`config.mk`:
```
export PLATFORM = sky130hd
export DESIGN_NAME = axi_gap_watchdog
export DESIGN_NICKNAME = d
export VERILOG_FILES = /design/src/rtl/axi_gap_pkg.sv /design/src/rtl/owed_queue.sv /design/src/rtl/gap_timer.sv /design/src/rtl/axi_gap_watchdog.sv
export SDC_FILE = /design/constraint.sdc
export NUM_CORES = 1
export LEC_CHECK = 0
export BUFFER_PORTS_ARGS = -buffer_cell sky130_fd_sc_hd__buf_4
export CAP_MARGIN = 20
export CORE_MARGIN = 5
export CORE_UTILIZATION = 35
export CTS_CLUSTER_DIAMETER = 40
export DETAILED_ROUTE_END_ITERATION = 6
export MAX_ROUTING_LAYER = met4
export SETUP_SLACK_MARGIN = 0.1
export SLEW_MARGIN = 15
export SYNTH_ARGS = -nofsm -noshare
export SYNTH_HDL_FRONTEND = slang
export SYNTH_SLANG_ARGS = --single-unit
```
`constraint.sdc`:
```
create_clock -name clk -period 2.7 [get_ports clk]
set_clock_uncertainty 0.1 [all_clocks]
set_input_delay 0.27 -clock clk [delete_from_list [all_inputs] [get_ports clk]]
set_output_delay 0.27 -clock clk [all_outputs]
set_load 0.02 [all_outputs]
```
`src/rtl/axi_gap_pkg.sv`:
```
package axi_gap_pkg;
  localparam int NCHK        = 6;
  localparam int CHK_R_LATE  = 0;
  localparam int CHK_W_LATE  = 1;
  localparam int CHK_AW_LATE = 2;
  localparam int CHK_B_LATE  = 3;
  localparam int CHK_RD_OVF  = 4;
  localparam int CHK_WR_OVF  = 5;
endpackage

```
`src/rtl/owed_queue.sv`:
```
// Occupancy tracker for transactions that still owe a completion.
module owed_queue #(
  parameter int DEPTH = 4
) (
  input  logic clk,
  input  logic rst,
  input  logic push,
  input  logic pop,
  output logic nonempty,
  output logic ovf
);
  localparam int CW = $clog2(DEPTH + 1);

  logic [CW-1:0] cnt_q;
  logic full, pop_ok, push_ok;

  assign full     = (cnt_q == CW'(DEPTH));
  assign pop_ok   = pop && (cnt_q != '0);
  assign push_ok  = push && (!full || pop_ok);
  assign ovf      = push && !push_ok;
  assign nonempty = (cnt_q != '0);

  always_ff @(posedge clk) begin
    if (rst) begin
      cnt_q <= '0;
    end else if (push_ok && !pop_ok) begin
      cnt_q <= cnt_q + 1'b1;
    end else if (pop_ok && !push_ok) begin
      cnt_q <= cnt_q - 1'b1;
    end
  end
endmodule

```
`src/rtl/gap_timer.sv`:
```
// Counts consecutive idle cycles; LIMIT of zero removes the timer.
module gap_timer #(
  parameter int LIMIT = 16
) (
  input  logic clk,
  input  logic rst,
  input  logic pending,
  output logic late
);
  generate
    if (LIMIT == 0) begin : g_off
      logic unused_tmr;
      assign unused_tmr = &{1'b0, clk, rst, pending};
      assign late = 1'b0;
    end else begin : g_on
      localparam int CW = $clog2(LIMIT + 1);
      logic [CW-1:0] cnt_q;

      always_ff @(posedge clk) begin
        if (rst || !pending) begin
          cnt_q <= '0;
        end else if (cnt_q != CW'(LIMIT)) begin
          cnt_q <= cnt_q + 1'b1;
        end
      end

      assign late = pending && (cnt_q == CW'(LIMIT));
    end
  endgenerate
endmodule

```
`src/rtl/axi_gap_watchdog.sv`:
```
module axi_gap_watchdog
  import axi_gap_pkg::*;
#(
  parameter int RD_DEPTH           = 4,
  parameter int WR_DEPTH           = 4,
  parameter int R_AFTER_AR_MAX     = 16,
  parameter int W_AFTER_AW_MAX     = 16,
  parameter int AW_AFTER_WLAST_MAX = 16,
  parameter int B_AFTER_WEND_MAX   = 16
) (
  input  logic            clk,
  input  logic            rst,
  input  logic            arvalid,
  input  logic            arready,
  input  logic            rvalid,
  input  logic            rready,
  input  logic            rlast,
  input  logic            awvalid,
  input  logic            awready,
  input  logic            wvalid,
  input  logic            wready,
  input  logic            wlast,
  input  logic            bvalid,
  input  logic            bready,
  output logic [NCHK-1:0] err_flags,
  output logic            err_pulse
);
  localparam int BW = $clog2(WR_DEPTH + 1) + 2;

  logic ar_hs, rl_hs, aw_hs, wl_hs, b_hs;
  assign ar_hs = arvalid && arready;
  assign rl_hs = rvalid && rready && rlast;
  assign aw_hs = awvalid && awready;
  assign wl_hs = wvalid && wready && wlast;
  assign b_hs  = bvalid && bready;

  // Read side
  logic rd_nonempty, rd_ovf;
  owed_queue #(.DEPTH(RD_DEPTH)) u_rdq (
    .clk(clk), .rst(rst), .push(ar_hs), .pop(rl_hs),
    .nonempty(rd_nonempty), .ovf(rd_ovf)
  );

  // Write side: signed balance of addresses against last data beats
  logic signed [BW-1:0] wr_bal_q;
  logic wr_done;

  always_ff @(posedge clk) begin
    if (rst) begin
      wr_bal_q <= '0;
    end else if (aw_hs && !wl_hs) begin
      wr_bal_q <= wr_bal_q + BW'(1);
    end else if (wl_hs && !aw_hs) begin
      wr_bal_q <= wr_bal_q - BW'(1);
    end
  end

  assign wr_done = (aw_hs && wl_hs) ||
                   (aw_hs && (wr_bal_q < 0)) ||
                   (wl_hs && (wr_bal_q > 0));

  logic wr_nonempty, wr_ovf;
  owed_queue #(.DEPTH(WR_DEPTH)) u_wrq (
    .clk(clk), .rst(rst), .push(wr_done), .pop(b_hs),
    .nonempty(wr_nonempty), .ovf(wr_ovf)
  );

  // Idle-gap timers
  logic idle_r, idle_w, idle_aw, idle_b;
  logic late_r, late_w, late_aw, late_b;

  assign idle_r  = rd_nonempty && !rvalid;
  assign idle_w  = (wr_bal_q > 0) && !wvalid;
  assign idle_aw = (wr_bal_q < 0) && !awvalid;
  assign idle_b  = wr_nonempty && !bvalid;

  gap_timer #(.LIMIT(R_AFTER_AR_MAX)) u_t_r (
    .clk(clk), .rst(rst), .pending(idle_r), .late(late_r)
  );
  gap_timer #(.LIMIT(W_AFTER_AW_MAX)) u_t_w (
    .clk(clk), .rst(rst), .pending(idle_w), .late(late_w)
  );
  gap_timer #(.LIMIT(AW_AFTER_WLAST_MAX)) u_t_aw (
    .clk(clk), .rst(rst), .pending(idle_aw), .late(late_aw)
  );
  gap_timer #(.LIMIT(B_AFTER_WEND_MAX)) u_t_b (
    .clk(clk), .rst(rst), .pending(idle_b), .late(late_b)
  );

  // Error collection
  logic [NCHK-1:0] events;
  always_comb begin
    events              = '0;
    events[CHK_R_LATE]  = late_r;
    events[CHK_W_LATE]  = late_w;
    events[CHK_AW_LATE] = late_aw;
    events[CHK_B_LATE]  = late_b;
    events[CHK_RD_OVF]  = rd_ovf;
    events[CHK_WR_OVF]  = wr_ovf;
  end

  always_ff @(posedge clk) begin
    if (rst) begin
      err_flags <= '0;
      err_pulse <= 1'b0;
    end else begin
      err_flags <= err_flags | events;
      err_pulse <= (|events) && (err_flags == '0);
    end
  end
endmodule

```
==> After elaboration in Yosys (flattened, before gate mapping) <==
Cells that the tools add are included.
Widths: inputs -> output; s select.
{ "op_classes": {"addsub": 10, "magnitude_cmp": 2, "n_eq_ne": 10, "mux": 6, "bitwise_logic": 1, "reduce_logical": 62} }
{ "op_table": {"columns": ["operator", "count"], "rows": [
  ["$logic_and 1x1->1", 31],
  ["$add 5x1->5 const B", 4],
  ["$eq 5x5->1 const B", 4],
  ["$ne 5x5->1 const B", 4],
  ["$logic_not 1->1", 16],
  ["$mux 3", 4],
  ["$mux 5", 2],
  ["$logic_or 1x1->1", 8],
  ["$add 3x1->3 const B", 2],
  ["$eq 3x3->1 const B", 2],
  ["$logic_not 6->1", 1],
  ["$or 6x6->6", 1],
  ["$reduce_bool 2->1", 3],
  ["$reduce_bool 3->1", 2],
  ["$reduce_or 6->1", 1],
  ["$sub 3x1->3 const B", 2],
  ["$add 5x2->5 const B", 1],
  ["$gt 5x1->1 const B", 1],
  ["$lt 5x1->1 const B", 1],
  ["$sub 5x2->5 const B", 1]
]} }
{ "totals": {"ff_bits": 38, "inputBits": 14, "output_inout_bits": 7, "word_cells": 100} }

==> Longest topological paths before layout <==
{ "logic_depth": {"ltp_word": 10, "depth_mapped": 12, "ltp_nobuf": 12} }

==> Cells and area by module <==
A second synthesis with hierarchy kept.
{ "unflattened": {"hier_cells": 213, "area_unflattened_um2": 1958.1} }
{ "modules_own_cells": {"columns": ["mod", "instances", "cells_per_inst", "area_per_inst_um2", "seq_area_each_um2"], "rows": [
  ["gap_timer", 4, 25, 242.7, 100.1],
  ["axi_gap_watchdog", 1, 75, 629.4, 240.2],
  ["owed_queue", 2, 19, 178.9, 60.1]
]} }

==> Least setup slack after synthesis <==
OpenSTA, ideal clock, no wires.
{ "synth_path": {"kind": "register to register", "from": "register wr_bal_q[0]", "to": "register u_wrq.cnt_q[2]", "setup_ns": 0.070, "arrival_time_ns": 2.027, "t_required_ns": 2.530, "slack_ns": 0.503, "path_stages_with_launch": 11, "n_path_buf": 0, "period_less_slack_ns": 2.197, "path_cell_list": "dfxtp_1 > nor4_2 > nor3_1 > nor2_1 > a31oi_1 > ha_1 > inv_1 > fa_1 > xor2_1 > or3_1 > a21oi_1"} }
{ "synth_between": {"elab_chain_cells": 8, "word_cells_on_any_way": 12, "classes_between": "order compare (2); mux (1); reduce/logical (9)"} }
{ "synth_lines": {"columns": ["element", "line", "rtl"], "rows": [
  ["start, declared", "axi_gap_watchdog.sv:45", "logic signed [BW-1:0] wr_bal_q;"],
  ["start signal, assigned", "axi_gap_watchdog.sv:52", "wr_bal_q <= wr_bal_q + BW'(1);"],
  ["start signal, assigned", "axi_gap_watchdog.sv:54", "wr_bal_q <= wr_bal_q - BW'(1);"],
  ["$lt 5x1->1", "axi_gap_watchdog.sv:59", "(aw_hs && (wr_bal_q < 0)) ||"],
  ["$logic_and 1x1->1", "axi_gap_watchdog.sv:59", null],
  ["$logic_or 1x1->1", "axi_gap_watchdog.sv:58", "assign wr_done = (aw_hs && wl_hs) ||"],
  ["$logic_or 1x1->1 *", "axi_gap_watchdog.sv:59", null],
  ["$logic_and 1x1->1 *", "owed_queue.sv:19", "assign push_ok = push && (!full || pop_ok);"],
  ["$logic_not 1->1", "owed_queue.sv:28", "end else if (pop_ok && !push_ok) begin"],
  ["$logic_and 1x1->1", "owed_queue.sv:28", null],
  ["$reduce_bool 2->1 (no source line)", null, null],
  ["end signal, assigned", "owed_queue.sv:27", "cnt_q <= cnt_q + 1'b1;"],
  ["end signal, assigned", "owed_queue.sv:29", "cnt_q <= cnt_q - 1'b1;"],
  ["end, declared", "owed_queue.sv:14", "logic [CW-1:0] cnt_q;"]
]} }
Every way passes the cells marked *; elsewhere a longest branch is shown, timed or not.
A chain may end at the register's enable or synchronous reset.

==> Worst setup path after layout <==
{ "layout_path": {"from": "register wr_bal_q[1]", "to": "register u_wrq.cnt_q[2]"} }
The elaborated chain is that of the path after synthesis.

==> results.txt <==
Measured in cells, the most critical reg-to-reg path has a length of 10. The delay of the slowest cell on the worst path came out at 0.41 ns. The final cycle utilization of the critical path came out at 84.06%. The min-delay analysis places its worst path in the category input pin to flip-flop. The data required time at the worst endpoint is 2.83 ns. STA classifies the critical path endpoint as a flip-flop. In this run the most critical hold path is launched from arready. The static leakage came out at 0.9341 nW. The area overhead of the layout relative to synthesis came out at 19.40%. The worst-path maximum fanout came out at 4. The total nets after synthesis is 238. The detail route stage leaves a number of antenna-violating nets equal to 0. TritonCTS built the clock tree.

The worst slew margin relative to its limit came out at 73.28%. After synthesis, the cell types taking the most area are dfxtp_1 (40%), ha_1 (9.8%), nor2_1 (7.8%). The critical path in this run is classified as flip-flop to flip-flop. The cell with the largest stage delay on the worst path is dfxtp_1. The count of cells along the worst hold path came out at 3. The cell at the root of the clock tree is clkbuf_8. The worst setup margin came out at 0.4304 ns. dfxtp_1 takes more of the synthesized area than any other cell.

Detailed routing inserted a total of 1424 vias. The effective utilization at floorplan came out at 35.56%. The routed via count divided by cell count is 4.700.

nor2_1 is the most common cell in the netlist. The overall track demand over capacity in global routing is 11.09%. The overall overflow remaining after global route is 0. The proportion of layout cells with a drive suffix above 1 is 16.02%. The number of library cell types mapped by synthesis is 35. The number of buffers added on ports came out at 20. The number of sinks driven by the clock tree is 38. The flop-to-flop setup slack came out at 0.43 ns.

The buffers inserted during post-CTS setup optimization came out at 0. Summing every instance area after synthesis gives 0.001922 mm2. The upper clock frequency limit is 440.6 MHz. In the synthesized netlist the dominant register cell turns out to be dfxtp_1. The max-slew violation count came out at 0. Dividing total power by cell area gives a power density of 671.8 mW/mm2. The count of antenna diodes in the layout came out at 0. From bottom edge to top edge, the die measures 84.10 um. The flow ran to the end, and the final reports show no timing, DRC or antenna violations. The final-report setup violation count came out at 0. By count the netlist is led by nor2_1 (40), dfxtp_1 (38), ha_1 (15), inv_1 (14), xor2_1 (14). The overall routed net length is 3386 um. After detailed routing, the average wire length per cell comes to 11.17 um. The number of clock buffers added by TritonCTS is 5. The final-report hold violation count is 0.

The worst slack at placement came out at 0.2465 ns. Measured along the x axis, the die boundary spans 84.10 um. The post-detailed-placement half-perimeter wirelength came out at 2621 um. The floorplan step defined a die boundary enclosing 0.007073 mm2. The synthesized design contains 38 register bits.

The initial DRC count is 46. The initial antenna violation count is 0. Setup repair after global routing left no endpoint under its margin. The core outline area is 0.005405 mm2. The floorplan row count came out at 27. The count of mapped cells out of synthesis is 206. The worst register-to-register path begins at wr_bal_q[1]. For this run, the number of Yosys warnings is 0. The first-pass iteration count of the detailed router is 4. The endpoint arrival time on the critical path is 2.40 ns.

The startpoint kind of the worst setup timing path is a flip-flop. The number of DRC violations after detailed routing came out at 0. The source-to-sink clock delay at the later pin of the worst-skew pair came out at 0.29 ns. The global placement routability congestion came out at 0.7631. The count of pins on the block boundary came out at 21. Counting flops with a built-in enable in the synthesized netlist gives 0.

The clock tree buffer depth is 2. The number of global-route vias before repair came out at 1420. The H-tree depth is 2. The wire length of the first global-routing pass came out at 6182 um. After clock tree synthesis, the clock-pin slew on the worst setup and hold paths is 0.08 ns. The worst register-to-register path ends at u_wrq.cnt_q[2]. The hold-fix buffer count after cts is 0. The fraction of post-synthesis cell area in the top cell type by area came out at 39.58%. The sequential share of the synthesized area came out at 39.58%. The slew at the pin closest to its max-slew limit is 0.3975 ns.

The critical path goes through nor4_2 > nor3_2 > nor2_1 > a31oi_1 > ha_1 > inv_1 > fa_1 > xor2_1 > or3_1 > a21oi_1. After synthesis, the share of flip-flops with an asynchronous set or reset is 0%. At the end of the flow the core is filled with cells to 42.45%. The number of gates resized after CTS came out at 0. The endpoint of the worst hold path is err_flags[4]. The largest voltage drop on the vdd net is 0.2698 mV. Fill cells in the final layout number 541. The final layout contains 262 nets. In this run the worst setup path begins at wr_bal_q[1]. The average cell area after synthesis is 9.329 um2. Across the run, the number of max-cap violations was 0. The worst path needs 2.270 ns of the cycle, external delays included. The setup TNS is 0 ns. Entering global routing, the biggest net connects 25 pins.
==> power by group <==
group,internal [W],switching [W]
combinational,0.000148,0.000148
clock,0.000370,0.000208
sequential,0.000609,0.0000593
==> stage by stage <==
step / power (W) / hold WS (ns) / cell area (um2) / cells
global placement: 0.0009752 / 0.3607 / 2151 / 295
finish: 0.001541 / 0.1288 / 2295 / 303
global route: 0.001639 / 0.1668 / 2295 / 303
detailed placement: 0.0009769 / 0.3696 / 2151 / 295
CTS: 0.001564 / 0.1145 / 2288 / 303
floorplan: 0.0009037 / 0.3272 / 1922 / 206
==> cell families after synthesis <==
family / after synthesis / synth area share [%]
fa+ha+maj: 18 / 12.89
mux: 9 / 4.753
simple gates: 83 / 23.18
flops: 38 / 39.58
xor+xnor: 23 / 10.48
compound gates: 18 / 5.794
buf+inv: 17 / 3.320
==> area by class of cell <==
class / instances / area [um2] / area share (%)
multi-input cells: 151 / 1102 / 48.04
flip-flops and latches: 38 / 762.0 / 33.21
repair buffers: 20 / 150.1 / 6.543
well taps: 72 / 90.09 / 3.926
clock buffers: 5 / 68.82 / 2.999
clock inverters: 3 / 68.82 / 2.999
inverters: 14 / 52.55 / 2.290
==> sequential cells by signal (all words and copies together) (netlist names) <==
register / cells
wr_bal_q: 5
u_wrq.cnt_q: 3
u_t_r.g_on.cnt_q: 5
err_flags: 6
u_t_w.g_on.cnt_q: 5
u_rdq.cnt_q: 3
err_pulse: 1
u_t_b.g_on.cnt_q: 5
u_t_aw.g_on.cnt_q: 5
==> worst max-delay path, delay by kind of cell (launching register included) <==
kind | cells | cell delay, ns
xor+xnor | 1 | 0.15
compound gates | 2 | 0.29
fa+ha+maj | 2 | 0.57
buf+inv | 1 | 0.06
simple gates | 4 | 0.63
flops | 1 | 0.41
==> how the worst max path moves through the flow <==
stage                     end  slack (ns)  depth (start not counted)
2_1_floorplan  u_wrq.cnt_q[2]        0.50                         10
3_3_place_gp   u_wrq.cnt_q[2]        0.31                         11
3_5_place_dp   u_wrq.cnt_q[2]        0.25                         11
4_1_cts        u_wrq.cnt_q[2]        0.28                         10
5_1_grt        u_wrq.cnt_q[2]        0.16                         10
6_report       u_wrq.cnt_q[2]        0.43                         10
==> layer usage <==
metal / part of all wire [%] / GRT usage (%) / routed length (um)
met5: 0 / - / 0
met4: 2.1 / 5.263 / 72
met3: 3.7 / 3.653 / 125
met2: 50 / 18.15 / 1689
met1: 44 / 12.10 / 1498
==> cells in the final DEF (no fill, tap or decap), types with 2 or more instances in the layout <==
master	n
xor2_1	14
nor2_1	40
nand3_1	10
ha_1	15
xnor2_1	9
or2_2	2
bufinv_16	2
inv_1	14
buf_4	20
nand2_1	3
mux2i_1	8
clkbuf_8	5
nor3b_1	2
nand3b_1	2
and4bb_1	4
a21o_1	3
dfxtp_1	37
or3_1	4
fa_1	3
a31oi_1	3
o21ai_0	2
a21oi_1	7
nor3_1	6
Power figures use the tool's default switching activity.
